[src/rtl/gdrv_pkg.sv]
package gdrv_pkg;

  // Fault override bus, bit 0 is undervoltage.
  typedef struct packed {
    logic ot;   // bit 2: overtemperature
    logic ov;   // bit 1: overvoltage
    logic uv;   // bit 0: undervoltage
  } fault_t;

  localparam int FLT_W = $bits(fault_t);

  // Order of signals in the synchronized input bus.
  localparam int SI_EN    = 0;
  localparam int SI_CMP   = 1;
  localparam int SI_IOVER = 2;
  localparam int SI_IUND  = 3;
  localparam int SI_ZC    = 4;
  localparam int SI_FLT   = 5;
  localparam int SI_W     = SI_FLT + FLT_W;

endpackage

[src/rtl/gdrv_sync.sv]
module gdrv_sync #(
  parameter int W      = 8,
  parameter int STAGES = 2
) (
  input  logic         clk,
  input  logic         rst,
  input  logic [W-1:0] d,
  output logic [W-1:0] q
);

  logic [W-1:0] stg [STAGES];

  always_ff @(posedge clk) begin
    if (rst) stg[0] <= '0;
    else     stg[0] <= d;
  end

  for (genvar s = 1; s < STAGES; s++) begin : g_stage
    always_ff @(posedge clk) begin
      if (rst) stg[s] <= '0;
      else     stg[s] <= stg[s-1];
    end
  end

  assign q = stg[STAGES-1];

endmodule

[src/rtl/gdrv_guard.sv]
module gdrv_guard
  import gdrv_pkg::*;
(
  input  logic   clk,
  input  logic   rst,
  input  logic   en_s,
  input  logic   cmp_s,
  input  logic   iover_s,
  input  logic   iund_s,
  input  logic   zc_s,
  input  fault_t flt_s,
  input  logic   ls_on,
  output logic   hs_req,
  output logic   ls_req
);

  logic blank_q;    // current-limit blanking of the high side
  logic psave_q;    // low side held off after zero current
  logic ov_q;       // remembered overvoltage
  logic ot_q;       // remembered overtemperature
  logic hs_req_d;
  logic run_ok;
  logic hs_rise;

  assign run_ok = en_s && !flt_s.uv && !ot_q;
  assign hs_req = run_ok && !ov_q && cmp_s && !blank_q;
  assign ls_req = run_ok && (ov_q || ((!cmp_s || blank_q) && !psave_q));
  assign hs_rise = hs_req && !hs_req_d;

  always_ff @(posedge clk) begin
    if (rst || !en_s) begin
      blank_q  <= 1'b0;
      psave_q  <= 1'b0;
      ov_q     <= 1'b0;
      ot_q     <= 1'b0;
      hs_req_d <= 1'b0;
    end else begin
      hs_req_d <= hs_req;

      if (iover_s)     blank_q <= 1'b1;
      else if (iund_s) blank_q <= 1'b0;

      if (hs_rise)              psave_q <= 1'b0;
      else if (zc_s && ls_on)   psave_q <= 1'b1;

      if (flt_s.ov) ov_q <= 1'b1;
      if (flt_s.ot) ot_q <= 1'b1;
    end
  end

endmodule

[src/rtl/gdrv_deadtime.sv]
module gdrv_deadtime #(
  parameter int DEAD_CYC = 3
) (
  input  logic clk,
  input  logic rst,
  input  logic en_s,
  input  logic hs_req,
  input  logic ls_req,
  output logic hs_q,
  output logic ls_q
);

  localparam int CW = (DEAD_CYC < 2) ? 1 : $clog2(DEAD_CYC);
  localparam logic [CW-1:0] RELOAD = CW'(DEAD_CYC - 1);

  logic [CW-1:0] cnt_q;

  always_ff @(posedge clk) begin
    if (rst || !en_s) begin
      hs_q  <= 1'b0;
      ls_q  <= 1'b0;
      cnt_q <= RELOAD;
    end else if (hs_q) begin
      if (!hs_req) begin
        hs_q  <= 1'b0;
        cnt_q <= RELOAD;
      end
    end else if (ls_q) begin
      if (!ls_req) begin
        ls_q  <= 1'b0;
        cnt_q <= RELOAD;
      end
    end else if (cnt_q != '0) begin
      cnt_q <= cnt_q - 1'b1;
    end else if (hs_req) begin
      hs_q <= 1'b1;
    end else if (ls_req) begin
      ls_q <= 1'b1;
    end
  end

endmodule

[src/rtl/buck_gate_ctrl.sv]
module buck_gate_ctrl
  import gdrv_pkg::*;
#(
  parameter int DEAD_CYC    = 3,
  parameter int SYNC_STAGES = 2
) (
  input  logic             clk,
  input  logic             rst,
  input  logic             en,
  input  logic             cmp_hi,
  input  logic             ilim_over,
  input  logic             ilim_under,
  input  logic             zc_det,
  input  logic [FLT_W-1:0] fault,
  output logic             hs_gate,
  output logic             ls_gate
);

  logic [SI_W-1:0] raw_bus;
  logic [SI_W-1:0] syn_bus;
  logic            hs_req;
  logic            ls_req;
  logic            en_s;

  assign raw_bus[SI_EN]                 = en;
  assign raw_bus[SI_CMP]                = cmp_hi;
  assign raw_bus[SI_IOVER]              = ilim_over;
  assign raw_bus[SI_IUND]               = ilim_under;
  assign raw_bus[SI_ZC]                 = zc_det;
  assign raw_bus[SI_FLT +: FLT_W]       = fault;

  gdrv_sync #(.W(SI_W), .STAGES(SYNC_STAGES)) u_sync (
    .clk (clk),
    .rst (rst),
    .d   (raw_bus),
    .q   (syn_bus)
  );

  assign en_s = syn_bus[SI_EN];

  gdrv_guard u_guard (
    .clk     (clk),
    .rst     (rst),
    .en_s    (en_s),
    .cmp_s   (syn_bus[SI_CMP]),
    .iover_s (syn_bus[SI_IOVER]),
    .iund_s  (syn_bus[SI_IUND]),
    .zc_s    (syn_bus[SI_ZC]),
    .flt_s   (fault_t'(syn_bus[SI_FLT +: FLT_W])),
    .ls_on   (ls_gate),
    .hs_req  (hs_req),
    .ls_req  (ls_req)
  );

  gdrv_deadtime #(.DEAD_CYC(DEAD_CYC)) u_dt (
    .clk    (clk),
    .rst    (rst),
    .en_s   (en_s),
    .hs_req (hs_req),
    .ls_req (ls_req),
    .hs_q   (hs_gate),
    .ls_q   (ls_gate)
  );

endmodule

[config.mk]
export PLATFORM = sky130hd
export DESIGN_NAME = buck_gate_ctrl
export DESIGN_NICKNAME = d
export VERILOG_FILES = /design/src/rtl/gdrv_pkg.sv /design/src/rtl/gdrv_sync.sv /design/src/rtl/gdrv_guard.sv /design/src/rtl/gdrv_deadtime.sv /design/src/rtl/buck_gate_ctrl.sv
export SDC_FILE = /design/constraint.sdc
export NUM_CORES = 1
export LEC_CHECK = 0
export BUFFER_PORTS_ARGS = -buffer_cell sky130_fd_sc_hd__buf_2
export CAP_MARGIN = 20
export CELL_PAD_IN_SITES_DETAIL_PLACEMENT = 0
export CELL_PAD_IN_SITES_GLOBAL_PLACEMENT = 1
export CORE_MARGIN = 2
export CORE_UTILIZATION = 47
export CTS_BUF_LIST = sky130_fd_sc_hd__clkbuf_2 sky130_fd_sc_hd__clkbuf_4 sky130_fd_sc_hd__clkbuf_8
export DETAILED_ROUTE_END_ITERATION = 10
export MAX_ROUTING_LAYER = met4
export PLACE_DENSITY_LB_ADDON = 0.1
export SKIP_LAST_GASP = 1
export SYNTH_ARGS = -nofsm -noshare
export SYNTH_HDL_FRONTEND = slang
export SYNTH_SLANG_ARGS = --single-unit
[constraint.sdc]
create_clock -name clk -period 3.55 [get_ports clk]
set_input_delay 0.355 -clock clk [delete_from_list [all_inputs] [get_ports clk]]
set_output_delay 0.355 -clock clk [all_outputs]
set_load 0.005 [all_outputs]
==> results.md <==
- Most frequent cell after synthesis: dfxtp_1
- Setup Skew: roughly 0.009 ns
- Worst Path Required: 3.82 ns
- Area of the mapped netlist: 827 µm²
- Final TNS setup: 0 ns
- YS warnings: 0
- DR pass1 iterations: 2
- Reg clk slew, reported paths: 0.13 ns
- Leak: roughly 0.37 nW
- Root Buffer: clkbuf_4
- Pwr/cell area: 472 mW/mm²
- CTS Sinks: 25
- Post-Synthesis Cells: just over 80
- Die width: about 46 µm
- Main synth FF type: dfxtp_1
- Cells after DPL: 107
- Dpl hpwl: approximately 800 µm
- Commonest cells in the synthesized netlist: dfxtp_1, nor2b_1, nor2_1
- Sw Share: 21.0%
- Largest net degree at the start of global routing: 18
- Worst setup path class: reg -> reg
- Via/cell ratio: just under 5
- CP top delay family: simple AND/OR/NAND/NOR gates
- Number of synthesized register bits: 25
- Ports: 12
- RSZ-0062 raised after global routing: no
- Max-cap violation count: 0
- Top cells by area, synth: dfxtp_1, nor2b_1, a21oi_1, nor2_1, inv_1
- Initial antenna violation count: 0
- Max-slew violation count: 0
- Register area share after synthesis: 60.5%
- N_diodes: 0
- Multi-input logic area: 295 µm²
- Syn_area_per_cell: 10.2 µm²
- Comb pwr share: around 4.8%
- Floorplan row count: 15
- Relative max-transition margin: 80.3%
- Area growth syn-to-layout: 11.8%
- Nets: around 110
- Delay of the slowest critical-path stage: between 0.3 and 0.4 ns
- Share of power burned in registers: between 60 and 70%
- Critical Path Source Type: flop
- Vias in the first global route: 449
- PortBufs: 11
- Worst Max-Slew Pin Slew: ~0.30 ns
- H-tree level count: 1
- Status: completed
- Via count: 543
- Post-Route WL: 1040 µm
- Non-Filler Instances: approximately 110
- Syn Nets: between 90 and 100
- Synth top area share: 60.5%
- VDD IR max: between 0.0003 and 0.0004 V
- Post-synth EDFFs: 0
- Hold WS: roughly 0.23 ns
- Gr ovfl total: 0
- Internal power: roughly 0.34 mW
- Critical Path Sink Type: flop
- Crit path arrival time: about 1.8 ns
- CTS tree: yes
- Worst Hold Class: in -> reg
- Worst-Skew Late Latency: 0.32 ns
- Crit path cell chain: or3b_4 > or3_4 > a21oi_2 > and3b_1
- Total track usage: between 10% and 20%
- Switching power: 0.0917 mW
- Final Hold Violating Endpoints: 0
- Tcrit/Tclk final: approximately two fifths
- Detailed Route Iter0 Violations: 6
- Maximum fanout along the worst path: 4
- Setup violators final: 0
- Worst-case clock buffer depth: 2
- Initial core utilization: slightly below 50%
- Placer Congestion: approximately 0.83
- Clock Power Share: between 20% and 30%
- Total CTS buffers: 3
- Final Critical Period: approximately 1.5 ns
- Post-synth top area cell: dfxtp_1
- Die Y: roughly 46 µm
- Share of layout cells above drive strength 1: 20.2%
- # Post-CTS Setup Buffers: 0
- Yosys cell types: 21
- Post-synth ARST share: 0%
- Wire length per cell: between 9 and 10 µm
- Area occupied by registers: 500 µm²
- Global-route wire length before repair: around 1800 µm
- Overall power: about 0.44 mW
- Die area: around 0.0021 mm²
- Antenna viol nets, final: 0
- Filler cells: ~160
- Post_cts resized: 0
- Critical-path top delay cell: or3_4
- Remaining DRCs: 0
- Hold-fix buffers, CTS: 0
- Core area: 0.00169 mm²
- Fmax: 674 MHz
- Buf/Inv on CP: 0
==> sequential cells by signal, indices dropped and copies added (netlist names) <==
register / count
u_guard.blank_q: 1
u_dt.cnt_q: 2
u_sync.stg: 16
u_guard.ov_q: 1
u_guard.hs_req_d: 1
u_dt.ls_q: 1
u_guard.ot_q: 1
u_dt.hs_q: 1
u_guard.psave_q: 1
==> metrics by stage <==
stage / util, % / area [µm²] / setup slack, ns
after floorplan: - / 827 / 2.14
after global placement: 53.0 / 895 / 2.11
after detailed placement: 53.0 / 895 / 2.08
after CTS: 54.7 / 925 / 2.05
after global routing: 54.7 / 925 / 1.99
final: 54.7 / 925 / 2.07
==> final cells by class <==
class	count	area share, %
clock buffers	3	2.44
clock inverters	1	0.812
inverters	6	2.44
multi-input cells	48	31.9
flip-flops and latches	25	54.1
well taps	17	2.30
repair buffers	11	5.95
==> power groups by stage <==
stage,registers (mW),logic [mW],clock network (mW)
5_1_grt,0.293,0.0240,0.138
2_1_floorplan,0.298,0.0143,0
4_1_cts,0.292,0.0214,0.130
3_5_place_dp,0.298,0.0214,0
6_report,0.292,0.0209,0.124
3_3_place_gp,0.298,0.0207,0
==> layout by cell type (no fill, tap or decap), drive strengths merged, types with 3 or more instances in the layout <==
cell type	synthesis	routed
nor2	8	8
clkbuf	1	3
inv	6	6
nor2b	16	16
a21oi	8	8
dfxtp	25	25
buf	1	11
nor3	4	4
==> per-layer routing <==
metal / global-route usage, % / share of wire (%)
met1: 12.0 / 42
met5: - / 0
met2: 21.1 / 49
met3: 2.38 / 4.7
met4: 12.0 / 3.9
==> cells by family (layout without fill, tap and decap cells) <==
group                    after synthesis  count (layout)  synth area share, %
AO/OA/AOI/OAI                         12              12                 8.62
adder cells (fa/ha/maj)                1               1                 1.51
buffers and inverters                  8              21                 3.78
flip-flops                            25              25                 60.5
AND/OR/NAND/NOR                       35              35                 25.6
==> worst paths after layout <==
path | from | to | slack, ns | depth (start not counted)
setup / recovery | u_sync.stg[1][0] | u_dt.cnt_q[0] | 2.07 | 4
hold / removal | ilim_under | u_sync.stg[0][3] | 0.23 | 2
setup reg to reg | u_sync.stg[1][0] | u_dt.cnt_q[0] | 2.07 | 4
hold reg to reg | u_sync.stg[0][0] | u_sync.stg[1][0] | 0.45 | 1
Note: power is estimated with default switching activity, not from simulation.
